`config.mk`:
```
export PLATFORM = sky130hd
export DESIGN_NAME = memsel_decoder
export DESIGN_NICKNAME = d
export VERILOG_FILES = /design/src/rtl/memsel_pkg.sv /design/src/rtl/memsel_mode_reg.sv /design/src/rtl/memsel_prog_dec.sv /design/src/rtl/memsel_fixed_dec.sv /design/src/rtl/memsel_decoder.sv
export SDC_FILE = /design/constraint.sdc
export NUM_CORES = 1
export LEC_CHECK = 0
export ABC_CLOCK_PERIOD_IN_PS = 13490
export BUFFER_PORTS_ARGS = -buffer_cell sky130_fd_sc_hd__buf_2
export CORE_UTILIZATION = 45
export DETAILED_ROUTE_END_ITERATION = 16
export PLACE_DENSITY = 0.76
export SLEW_MARGIN = 0
export SYNTH_ARGS = -nofsm -noshare
export SYNTH_HDL_FRONTEND = slang
export SYNTH_HIERARCHICAL = 1
export SYNTH_SLANG_ARGS = --single-unit
```
`constraint.sdc`:
```
create_clock -name clk -period 13.49 [get_ports clk]
set_clock_uncertainty 0.2 [all_clocks]
set_input_delay 2.698 -clock clk [delete_from_list [all_inputs] [get_ports clk]]
set_output_delay 2.698 -clock clk [all_outputs]
set_load 0.1 [all_outputs]
```
`src/rtl/memsel_pkg.sv`:
```
package memsel_pkg;
  typedef enum logic [1:0] {
    MAP_BOOT    = 2'b00,
    MAP_FLASH_A = 2'b01,
    MAP_FLASH_B = 2'b10
  } map_mode_e;
endpackage

```
`src/rtl/memsel_mode_reg.sv`:
```
module memsel_mode_reg
  import memsel_pkg::*;
(
  input  logic      clk,
  input  logic      rst,
  input  logic      we,
  input  logic [1:0] wdata,
  output map_mode_e mode_q
);
  // The reserved code 2'b11 is dropped, so the register only ever holds a legal mode.
  always_ff @(posedge clk) begin
    if (rst) begin
      mode_q <= MAP_BOOT;
    end else if (we && (wdata != 2'b11)) begin
      mode_q <= map_mode_e'(wdata);
    end
  end
endmodule

```
`src/rtl/memsel_prog_dec.sv`:
```
module memsel_prog_dec
  import memsel_pkg::*;
#(
  parameter int          ROM_AW          = 13,
  parameter int          BANK_AW         = 15,
  parameter int          NBANK           = 4,
  parameter logic [31:0] BOOT_FLASH_BASE = 32'h0004_0000,
  parameter logic [31:0] FLASH_ROM_BASE  = 32'h0002_0000
) (
  input  logic [31:0]      addr,
  input  map_mode_e        mode,
  output logic             rom_hit,
  output logic [NBANK-1:0] bank_hit,
  output logic [31:0]      offset
);
  localparam int          BSEL_W    = $clog2(NBANK);
  localparam logic [31:0] ROM_SPAN  = 32'd1 << ROM_AW;
  localparam logic [31:0] FLASH_SPAN = 32'(NBANK) << BANK_AW;
  localparam logic [BSEL_W-1:0] SWAP_MASK = BSEL_W'(1) << (BSEL_W - 1);

  logic [31:0]       rel_boot;
  logic [31:0]       rel_rom;
  logic [BSEL_W-1:0] slot;

  assign rel_boot = addr - BOOT_FLASH_BASE;
  assign rel_rom  = addr - FLASH_ROM_BASE;

  always_comb begin
    rom_hit  = 1'b0;
    bank_hit = '0;
    offset   = '0;
    slot     = '0;
    case (mode)
      MAP_BOOT: begin
        if (addr < BOOT_FLASH_BASE) begin
          // The ROM image is mirrored: only the low address bits index it.
          rom_hit = 1'b1;
          offset  = {{(32-ROM_AW){1'b0}}, addr[ROM_AW-1:0]};
        end else if (rel_boot < FLASH_SPAN) begin
          slot           = rel_boot[BANK_AW +: BSEL_W];
          bank_hit[slot] = 1'b1;
          offset         = {{(32-BANK_AW){1'b0}}, rel_boot[BANK_AW-1:0]};
        end
      end
      MAP_FLASH_A, MAP_FLASH_B: begin
        if (addr < FLASH_SPAN) begin
          slot = addr[BANK_AW +: BSEL_W];
          if (mode == MAP_FLASH_B) begin
            // Inverting the top bank bit swaps the lower and upper bank pairs.
            slot = slot ^ SWAP_MASK;
          end
          bank_hit[slot] = 1'b1;
          offset         = {{(32-BANK_AW){1'b0}}, addr[BANK_AW-1:0]};
        end else if (rel_rom < ROM_SPAN) begin
          rom_hit = 1'b1;
          offset  = rel_rom;
        end
      end
      default: ;
    endcase
  end
endmodule

```
`src/rtl/memsel_fixed_dec.sv`:
```
module memsel_fixed_dec #(
  parameter logic [31:0] DF_BASE    = 32'h0006_9800,
  parameter int          DF_AW      = 11,
  parameter logic [31:0] RAM_BASE   = 32'h0006_A000,
  parameter int          RAM_AW     = 13,
  parameter logic [31:0] CTL_BASE   = 32'h0012_0000,
  parameter logic [31:0] CTL_STRIDE = 32'h0001_0000,
  parameter int          CTL_N      = 13,
  parameter int          WIN_AW     = 8,
  parameter int          SYS_WIN    = 6,
  parameter int          SYS_N      = 5,
  parameter logic [SYS_WIN*32-1:0] SYS_BASES = {
    32'hFFF7_ED00, 32'hFFF7_EC00, 32'hFFF7_F000,
    32'hFFF7_F600, 32'hFFF7_FA00, 32'hFFF7_FD00},
  parameter int          LINE_W     = 3,
  parameter logic [SYS_WIN*LINE_W-1:0] SYS_LINE = {
    3'd4, 3'd4, 3'd3, 3'd2, 3'd1, 3'd0}
) (
  input  logic [31:0]      addr,
  output logic             df_hit,
  output logic             ram_hit,
  output logic [CTL_N-1:0] ctl_hit,
  output logic [SYS_N-1:0] sys_hit,
  output logic [31:0]      offset
);
  localparam logic [31:0] DF_SPAN  = 32'd1 << DF_AW;
  localparam logic [31:0] RAM_SPAN = 32'd1 << RAM_AW;

  logic [31:0]        df_rel;
  logic [31:0]        ram_rel;
  logic [SYS_WIN-1:0] win_hit;

  assign df_rel  = addr - DF_BASE;
  assign ram_rel = addr - RAM_BASE;
  assign df_hit  = df_rel < DF_SPAN;
  assign ram_hit = ram_rel < RAM_SPAN;

  for (genvar k = 0; k < CTL_N; k++) begin : g_ctl
    localparam logic [31:0] KBASE = CTL_BASE + CTL_STRIDE * 32'(k);
    assign ctl_hit[k] = (addr[31:WIN_AW] == KBASE[31:WIN_AW]);
  end

  for (genvar w = 0; w < SYS_WIN; w++) begin : g_sys
    assign win_hit[w] = (addr[31:WIN_AW] == SYS_BASES[w*32+WIN_AW +: 32-WIN_AW]);
  end

  // Several windows may feed one line; the line is the OR of its windows.
  always_comb begin
    sys_hit = '0;
    for (int w = 0; w < SYS_WIN; w++) begin
      if (win_hit[w]) sys_hit[SYS_LINE[w*LINE_W +: LINE_W]] = 1'b1;
    end
  end

  always_comb begin
    if (df_hit)                         offset = df_rel;
    else if (ram_hit)                   offset = ram_rel;
    else if ((|ctl_hit) || (|sys_hit))  offset = {{(32-WIN_AW){1'b0}}, addr[WIN_AW-1:0]};
    else                                offset = '0;
  end
endmodule

```
`src/rtl/memsel_decoder.sv`:
```
module memsel_decoder
  import memsel_pkg::*;
#(
  parameter int NBANK  = 4,
  parameter int CTL_N  = 13,
  parameter int SYS_N  = 5
) (
  input  logic             clk,
  input  logic             rst,
  input  logic             mode_we,
  input  logic [1:0]       mode_wdata,
  output logic [1:0]       mode_o,
  input  logic [31:0]      addr,
  output logic             rom_sel,
  output logic [NBANK-1:0] flash_sel,
  output logic             dflash_sel,
  output logic             ram_sel,
  output logic [CTL_N-1:0] ctl_sel,
  output logic [SYS_N-1:0] sys_sel,
  output logic             decode_err,
  output logic [31:0]      local_offset
);
  map_mode_e   mode_q;
  logic [31:0] prog_off;
  logic [31:0] fix_off;

  memsel_mode_reg u_mode (
    .clk   (clk),
    .rst   (rst),
    .we    (mode_we),
    .wdata (mode_wdata),
    .mode_q(mode_q)
  );

  memsel_prog_dec #(.NBANK(NBANK)) u_prog (
    .addr    (addr),
    .mode    (mode_q),
    .rom_hit (rom_sel),
    .bank_hit(flash_sel),
    .offset  (prog_off)
  );

  memsel_fixed_dec #(.CTL_N(CTL_N), .SYS_N(SYS_N)) u_fixed (
    .addr   (addr),
    .df_hit (dflash_sel),
    .ram_hit(ram_sel),
    .ctl_hit(ctl_sel),
    .sys_hit(sys_sel),
    .offset (fix_off)
  );

  // The two decoders cover disjoint address ranges and each returns zero on a miss.
  assign mode_o       = mode_q;
  assign local_offset = prog_off | fix_off;
  assign decode_err   = ~(rom_sel | (|flash_sel) | dflash_sel | ram_sel |
                          (|ctl_sel) | (|sys_sel));
endmodule

```
==> results.yml, run 1 <==
status:
  status: "finished clean"
setup_path:
  max_stage_delay_ns: 0.45
  critical_path_required_ns: 10.59
  path_buf_inv: 3
  end_kind: "output pin"
  cp.arrival_ns: 5.91
  cp_common_cell: "buf_2"
  crit_fanout: 9
  crit_type: "in -> out"
  cp-start-kind: "input port"
  path_cells: "buf_2, inv_1, ha_1, a21boi_0, o211ai_1, xnor2_1, a2111o_2, a2111oi_2, a2111o_1, and2_1, or2_2, buf_2"
  crit_path_top_delay_cell: "a21boi_0"
  cp_top_family: "compound AO/OA/AOI/OAI gates"
clock_tree:
  hold_buffers: 0
  cts_buffers: 3
  postCtsSetupBuffers: 0
  ctsResizeCount: 0
  clockBufferDepth: 2
  cts_htree_levels: 1
  path_clk_slew_ns: 0.03
  clkSinkCount: 2
  root_buffer: "clkbuf_8"
  cts_tree: "built"
  clk-insertion-delay-late_ns: 0.21
yosys:
  ys_warn_count: 6
  yosysTopAreaCell: "buf_4"
  synth-seq-cells: 2
  synthTopCellsByCount: "buf_4, nor2_1, or2_2"
  synth.area.top_cells: "buf_4, or2_2, nor2_1"
  ys_seq_area_frac: 0.0166
  async_reset_ff_frac: 0
  syn_avg_cell_area_um2: 6.84
  ys_types: 71
  synth_edf_count: 0
  ys.flop_type: "dfxtp_1"
  yosysMostFrequentCell: "buf_4"
  netlist.area_leader.share: 0.112
  syn_inst: 353
  synthesis.area_um2: 2420
global_routing:
  grtUsageTotal: 0.227
  grt-ovfl-total: 0
  grt_pass1_wl_um: 10200
  use_met2: 0.404
  antenna_found_initial: 0
  globalRouteMet1Util: 0.289
  grt_pass1_vias: 2258
  grt_use_met3: 0.0134
  grt_max_degree: 24
  busiest_layer: "met2"
timing:
  min_period_ns: 8.81
  grt_setup_unrepaired: "false"
  whs_ns: 0.301
  hold_viol: 0
  worst-slew-pin-transition_ns: 0.860
  maxSlewViolCount: 0
  relSlewSlack: 0.426
  final.setup.tns_ns: 0
  fmax_mhz: 114
  timing.final.ws_setup_ns: 4.68
  report.final.setup_viol: 0
  finalCritPeriodShare: 0.653
drt:
  drt-wirelength-per-cell_um: 13.7
  drc: 0
  num_vias: 2760
  drt_wl_total_um: 6710
  firstDrtPassIters: 5
  drtIter0Drc: 259
  viasPerCell: 5.63
  ant_nets: 0
cells_and_area:
  final_cells: 490
  antenna_cells: 0
  biggestRegsByFlops: "u_mode/mode_q: 2 flops"
  nets: 466
  largest_reg_flops: 2
  syn_to_final_growth_pct: 12.7
  nFillCells: 548
  top_register: "u_mode/mode_q"
  layout-drive-gt1-share: 0.352
die:
  die_area_um2: 5670
  coreArea_um2: 5140
  ios: 97
  start_util: 0.470
  die_h_um: 75.3
  rows: 26
  dieWidth_um: 75.3
power_and_ir_drop:
  p_sw_mw: 0.0585
  ir_drop_uv: 48.2
  p_sw_frac: 0.572
  p_int_mw: 0.0437
  pwr-share-clk: 0.232
  pwr-share-seq: 0.065
  power_frac_comb: 0.702
  leakage_nw: 1.36
  power.density_nw_per_um2: 37.5
placement:
  pre_cts_ws_ns: 4.73
  hpwlAfterDp_um: 5210
  port_buffers: 79
  gp_congestion: 1.02
  dp_cells: 487
hold_path:
  hold_path_class: "reg -> reg"
flow_run:
  cap_viol_max_count: 0
routing by layer:
metal / vias up / routed length, µm
li1: 1343 / -
met1: 1283 / 2840
met2: 120 / 3310
met3: 14 / 419
met4: 0 / 143
met5: - / 0
area by class of cell:
cell class                 instances  area, µm²  share of cell area
multi-input combinational        322       2100               0.772
timing repair buffer              80        403               0.148
tap                               70       87.6              0.0322
inverter                          13       48.8              0.0179
clock buffer                       3       41.3              0.0152
sequential                         2       40.0              0.0147
tightest hold or removal path: stages, from the launching register on:
cell and delay [ns]:
dfxtp_1 0.32, inv_1 0.07, a211oi_2 0.06
cells by family after synthesis:
group | synth area share
fa+ha+maj | 0.0362
buf+inv | 0.166
flops | 0.0166
simple gates | 0.547
compound gates | 0.197
other cells | 0.00311
mux | 0.00829
xor+xnor | 0.0254
final timing paths:
kind	startpoint	to	slack, ns	cells past startpoint
setup / recovery	addr[13]	local_offset[5]	4.68	12
hold / removal	u_mode/mode_q[0]	u_mode/mode_q[0]	0.30	2
setup reg to reg	u_mode/mode_q[1]	u_mode/mode_q[1]	12.61	1
hold reg to reg	u_mode/mode_q[0]	u_mode/mode_q[0]	0.30	2
through the flow:
stage | utilization | cell area [µm²] | total power, mW
2_1_floorplan | - | 2540 | 0.0683
3_3_place_gp | 0.522 | 2680 | 0.0766
3_5_place_dp | 0.522 | 2680 | 0.0772
4_1_cts | 0.530 | 2720 | 0.102
5_1_grt | 0.530 | 2720 | 0.109
6_report | 0.530 | 2720 | 0.102
power by group through the flow:
stage          logic [mW]  registers [mW]  clock network [mW]
3_5_place_dp       0.0704         0.00677                   0
2_1_floorplan      0.0591         0.00915                   0
5_1_grt            0.0768         0.00677              0.0250
6_report           0.0718         0.00669              0.0237
4_1_cts            0.0707         0.00670              0.0245
3_3_place_gp       0.0698         0.00676                   0
placed cells by master, fill, tap and decap left out, types with 3 or more instances in the layout:
cell	synthesis	layout
a21oi_1	13	13
a31oi_1	4	4
and2_1	9	9
and3_1	4	4
buf_2	5	79
clkbuf_8	0	3
conb_1	2	36
ha_1	7	7
inv_1	13	13
nand2_1	16	16
nand2b_1	10	10
nand3_1	14	14
nand3b_1	4	4
nand4_1	10	10
nand4b_1	4	4
nor2_1	35	35
nor2b_1	6	6
nor3_1	12	12
nor3b_1	5	5
nor3b_2	10	10
nor4_1	12	12
nor4b_1	6	6
o211ai_1	3	3
o21ai_0	7	7
o21ai_1	3	3
o21bai_1	3	3
or2_2	33	33
xnor2_1	5	5
Power figures use the tool's default switching activity.
==> inputs of run 2 (changes only) <==
Settings changed: ABC_CLOCK_PERIOD_IN_PS 13490 to 8780.
Clock period 13.49 ns to 8.78 ns, I/O delays scaled along.
==> results.yml, run 2 (synthesis gave the netlist of run 1 again) <==
clock_tree:
  path_clk_slew_ns: 0.03
  cts_buffers: 3
  clockBufferDepth: 2
  root_buffer: "clkbuf_8"
  clk-insertion-delay-late_ns: 0.21
  hold_buffers: 0
  postCtsSetupBuffers: 0
  clkSinkCount: 2
  ctsResizeCount: 0
  cts_htree_levels: 1
  cts_tree: "built"
timing:
  final.setup.tns_ns: 0
  finalCritPeriodShare: 0.799
  worst-slew-pin-transition_ns: 0.833
  fmax_mhz: 143
  maxSlewViolCount: 0
  timing.final.ws_setup_ns: 1.77
  grt_setup_unrepaired: "false"
  report.final.setup_viol: 0
  whs_ns: 0.307
  relSlewSlack: 0.445
  hold_viol: 0
  min_period_ns: 7.01
global_routing:
  grt_max_degree: 24
  antenna_found_initial: 0
  grt-ovfl-total: 0
  grtUsageTotal: 0.253
  grt_pass1_vias: 2491
  grt_pass1_wl_um: 11300
cells_and_area:
  nFillCells: 558
  mostFrequentLayoutCells: "buf_2, conb_1, nor2_1, or2_2, nand2_1"
  final_cells: 489
  biggestRegsByFlops: "u_mode/mode_q: 2 flops"
  nets: 465
  largest_reg_flops: 2
  mostFrequentLayoutCell: "buf_2"
  fin_util: 0.531
  top_register: "u_mode/mode_q"
  antenna_cells: 0
  layout-drive-gt1-share: 0.356
  design_area_um2: 2730
  syn_to_final_growth_pct: 12.9
power_and_ir_drop:
  ir_drop_uv: 62.8
  p_int_mw: 0.0673
  power_frac_comb: 0.707
  power.density_nw_per_um2: 57.9
  p_sw_mw: 0.0907
  pwr-share-seq: 0.065
  pwr-share-clk: 0.228
  finalPower_mw: 0.158
  p_sw_frac: 0.574
  leakage_nw: 1.36
placement:
  pre_cts_ws_ns: 1.88
  hpwlAfterDp_um: 5430
  dp_cells: 486
  gp_congestion: 1.00
  port_buffers: 79
  place_area_um2: 2690
status:
  status: "finished clean"
drt:
  ant_nets: 0
  drt_wl_total_um: 7000
  drc: 0
  firstDrtPassIters: 5
  drtIter0Drc: 296
  num_vias: 2802
  drt-wirelength-per-cell_um: 14.3
  viasPerCell: 5.73
setup_path:
  crit_path_top_delay_cell: "nor4_1"
  path_buf_inv: 3
  crit_fanout: 9
  cp_top_family: "compound AO/OA/AOI/OAI gates"
  cp-start-kind: "input port"
  critical_path_required_ns: 6.82
  crit_type: "in -> out"
  cp.arrival_ns: 5.05
  max_stage_delay_ns: 0.63
  cp_common_cell: "buf_2"
  end_kind: "output pin"
  path_cells: "buf_2, inv_1, ha_1, a21boi_0, o21ai_1, o21ai_0, nand4_1, nor4_1, a2111o_1, and2_1, or2_2, buf_2"
die:
  dieWidth_um: 75.3
  coreArea_um2: 5140
  die_h_um: 75.3
  rows: 26
  die_area_um2: 5670
  ios: 97
  start_util: 0.470
hold_path:
  hold_path_class: "reg -> reg"
flow_run:
  cap_viol_max_count: 0
==> run 2: cell count changes in the layout (fill, tap and decap cells not counted), sizes merged <==
cell,delta
buf,-1
==> run 2: cell type report <==
type,count,area (µm²),share of cell area
Timing Repair Buffer,79,395,0.145
Multi-Input combinational cell,322,2120,0.775
Tap cell,70,87.6,0.0321
Sequential cell,2,40.0,0.0147
Inverter,13,48.8,0.0179
Clock buffer,3,41.3,0.0151
==> run 2: worst reg2reg max path, stage by stage, from the launching register on <==
cell and delay [ns]:
dfxtp_1 0.36, inv_1 0.07, a211oi_2 0.19
==> run 2: power by group through the flow <==
stage          clock [mW]  sequential (mW)  combinational [mW]
6_report           0.0359           0.0103               0.112
5_1_grt            0.0375           0.0104               0.120
4_1_cts            0.0372           0.0103               0.110
3_5_place_dp            0           0.0104               0.110
3_3_place_gp            0           0.0103               0.108
2_1_floorplan           0           0.0141              0.0911
==> run 2: metal layers <==
metal  wire, µm  vias to the layer above  track usage
met3        365                       26       0.0241
met2       3530                      124        0.435
met5          0                        -            0
met1       2890                     1303        0.319
met4        218                        0        0.115
li1           -                     1349            -
==> run 2: worst paths after layout <==
path,start,depth (start not counted),to,slack (ns)
max reg2reg,u_mode/mode_q[0],2,u_mode/mode_q[0],7.88
max,addr[13],12,local_offset[2],1.77
min,u_mode/mode_q[0],2,u_mode/mode_q[0],0.31
min reg2reg,u_mode/mode_q[0],2,u_mode/mode_q[0],0.31
==> inputs of run 3 (changes only) <==
Settings changed: ABC_CLOCK_PERIOD_IN_PS 8780 to 7100.
Clock period 8.78 ns to 7.1 ns, I/O delays scaled along.
==> results.yml, run 3 (synthesis gave the netlist of run 1 again) <==
status:
  status: "finished clean"
timing:
  hold_viol: 0
  min_period_ns: 6.33
  relSlewSlack: 0.410
  final.setup.tns_ns: 0
  finalCritPeriodShare: 0.891
  whs_ns: 0.297
  grt_setup_unrepaired: "false"
  report.final.setup_viol: 0
  worst-slew-pin-transition_ns: 0.885
  fmax_mhz: 158
  maxSlewViolCount: 0
global_routing:
  grt_pass1_wl_um: 11100
  grt-ovfl-total: 0
  grt_pass1_vias: 2382
  antenna_found_initial: 0
  grt_max_degree: 24
  grtUsageTotal: 0.247
power_and_ir_drop:
  finalPower_mw: 0.196
  power.density_nw_per_um2: 71.5
  leakage_nw: 1.36
  ir_drop_uv: 117
setup_path:
  r2r_setup_slack_ns: 6.22
  cp.arrival_ns: 4.71
  cp_top_family: "compound AO/OA/AOI/OAI gates"
  cp-start-kind: "input port"
  cp_num_cells: 12
  reg2reg_depth: 2
  crit_fanout: 9
  cp_common_cell: "buf_2"
  path_buf_inv: 3
  max_stage_delay_ns: 0.47
  path_cells: "buf_2, inv_1, ha_1, a21boi_0, o211ai_1, xnor2_1, a2111o_2, a2111oi_2, a2111o_1, and2_1, or2_2, buf_2"
  crit_path_top_delay_cell: "a21boi_0"
  r2r_start: "u_mode/mode_q[0]"
  crit_type: "in -> out"
  critical_path_required_ns: 5.48
  end_kind: "output pin"
  r2r-end: "u_mode/mode_q[0]"
clock_tree:
  clkSinkCount: 2
  postCtsSetupBuffers: 0
  path_clk_slew_ns: 0.03
  ctsResizeCount: 0
  cts_buffers: 3
  cts_htree_levels: 1
  hold_buffers: 0
  clockBufferDepth: 2
  root_buffer: "clkbuf_8"
  cts_tree: "built"
  clk-insertion-delay-late_ns: 0.21
cells_and_area:
  largest_reg_flops: 2
  final_cells: 489
  biggestRegsByFlops: "u_mode/mode_q: 2 flops"
  layout-drive-gt1-share: 0.360
  antenna_cells: 0
  nFillCells: 556
  top_register: "u_mode/mode_q"
  mostFrequentLayoutCells: "buf_2, conb_1, nor2_1, or2_2, nand2_1"
  mostFrequentLayoutCell: "buf_2"
  syn_to_final_growth_pct: 13.5
  nets: 465
die:
  ios: 97
  rows: 26
  start_util: 0.470
  dieWidth_um: 75.3
  coreArea_um2: 5140
  die_area_um2: 5670
  die_h_um: 75.3
hold_path:
  worstHoldStart: "u_mode/mode_q[0]"
  holdPathStages: 2
  hold_path_class: "reg -> reg"
  hold_end: "u_mode/mode_q[0]"
placement:
  dp_cells: 486
  gp_congestion: 1.03
  port_buffers: 79
  hpwlAfterDp_um: 5400
drt:
  drtIter0Drc: 290
  viasPerCell: 5.74
  firstDrtPassIters: 6
  drt_wl_total_um: 6990
  num_vias: 2808
  drt-wirelength-per-cell_um: 14.3
  ant_nets: 0
  drc: 0
flow_run:
  cap_viol_max_count: 0
[run 3: area by class of cell]
cell class              count  area (µm²)  area share
clock buffers               3        41.3      0.0151
inverters                  13        48.8      0.0178
multi-input cells         322        2130       0.776
flip-flops and latches      2        40.0      0.0146
well taps                  70        87.6      0.0319
repair buffers             79         395       0.144
[run 3: through the flow]
stage,worst slack [ns],cell area (µm²),utilization
floorplan,0.170,2570,-
global placement,1.00,2700,0.525
detailed placement,0.862,2700,0.525
CTS,0.854,2740,0.533
global route,0.546,2740,0.533
finish,0.774,2740,0.533
[run 3: power breakdown]
group / internal (mW) / total, mW / switching, mW
logic: 0.0353 / 0.138 / 0.103
clock network: 0.0359 / 0.0455 / 0.00955
registers: 0.0120 / 0.0127 / 0.000711
total: 0.0832 / 0.196 / 0.113
[run 3: worst reg2reg max path, stage by stage, from the launching register on]
cell and delay [ns]:
dfxtp_1 0.36, inv_1 0.07, a211oi_2 0.17
[run 3: worst max-delay path by stage]
stage	from	end	slack, ns
2_1_floorplan	addr[14]	local_offset[0]	0.17
3_3_place_gp	addr[13]	local_offset[0]	1.00
3_5_place_dp	addr[13]	local_offset[0]	0.86
4_1_cts	addr[13]	local_offset[0]	0.85
5_1_grt	addr[14]	local_offset[5]	0.55
6_report	addr[13]	local_offset[0]	0.77
[run 3: routing by layer]
layer	share of wire	vias to the layer above	track usage
met5	0	-	0
met4	0.026	0	0.0905
met3	0.074	22	0.0161
met2	0.50	155	0.428
met1	0.40	1281	0.321
li1	-	1350	-
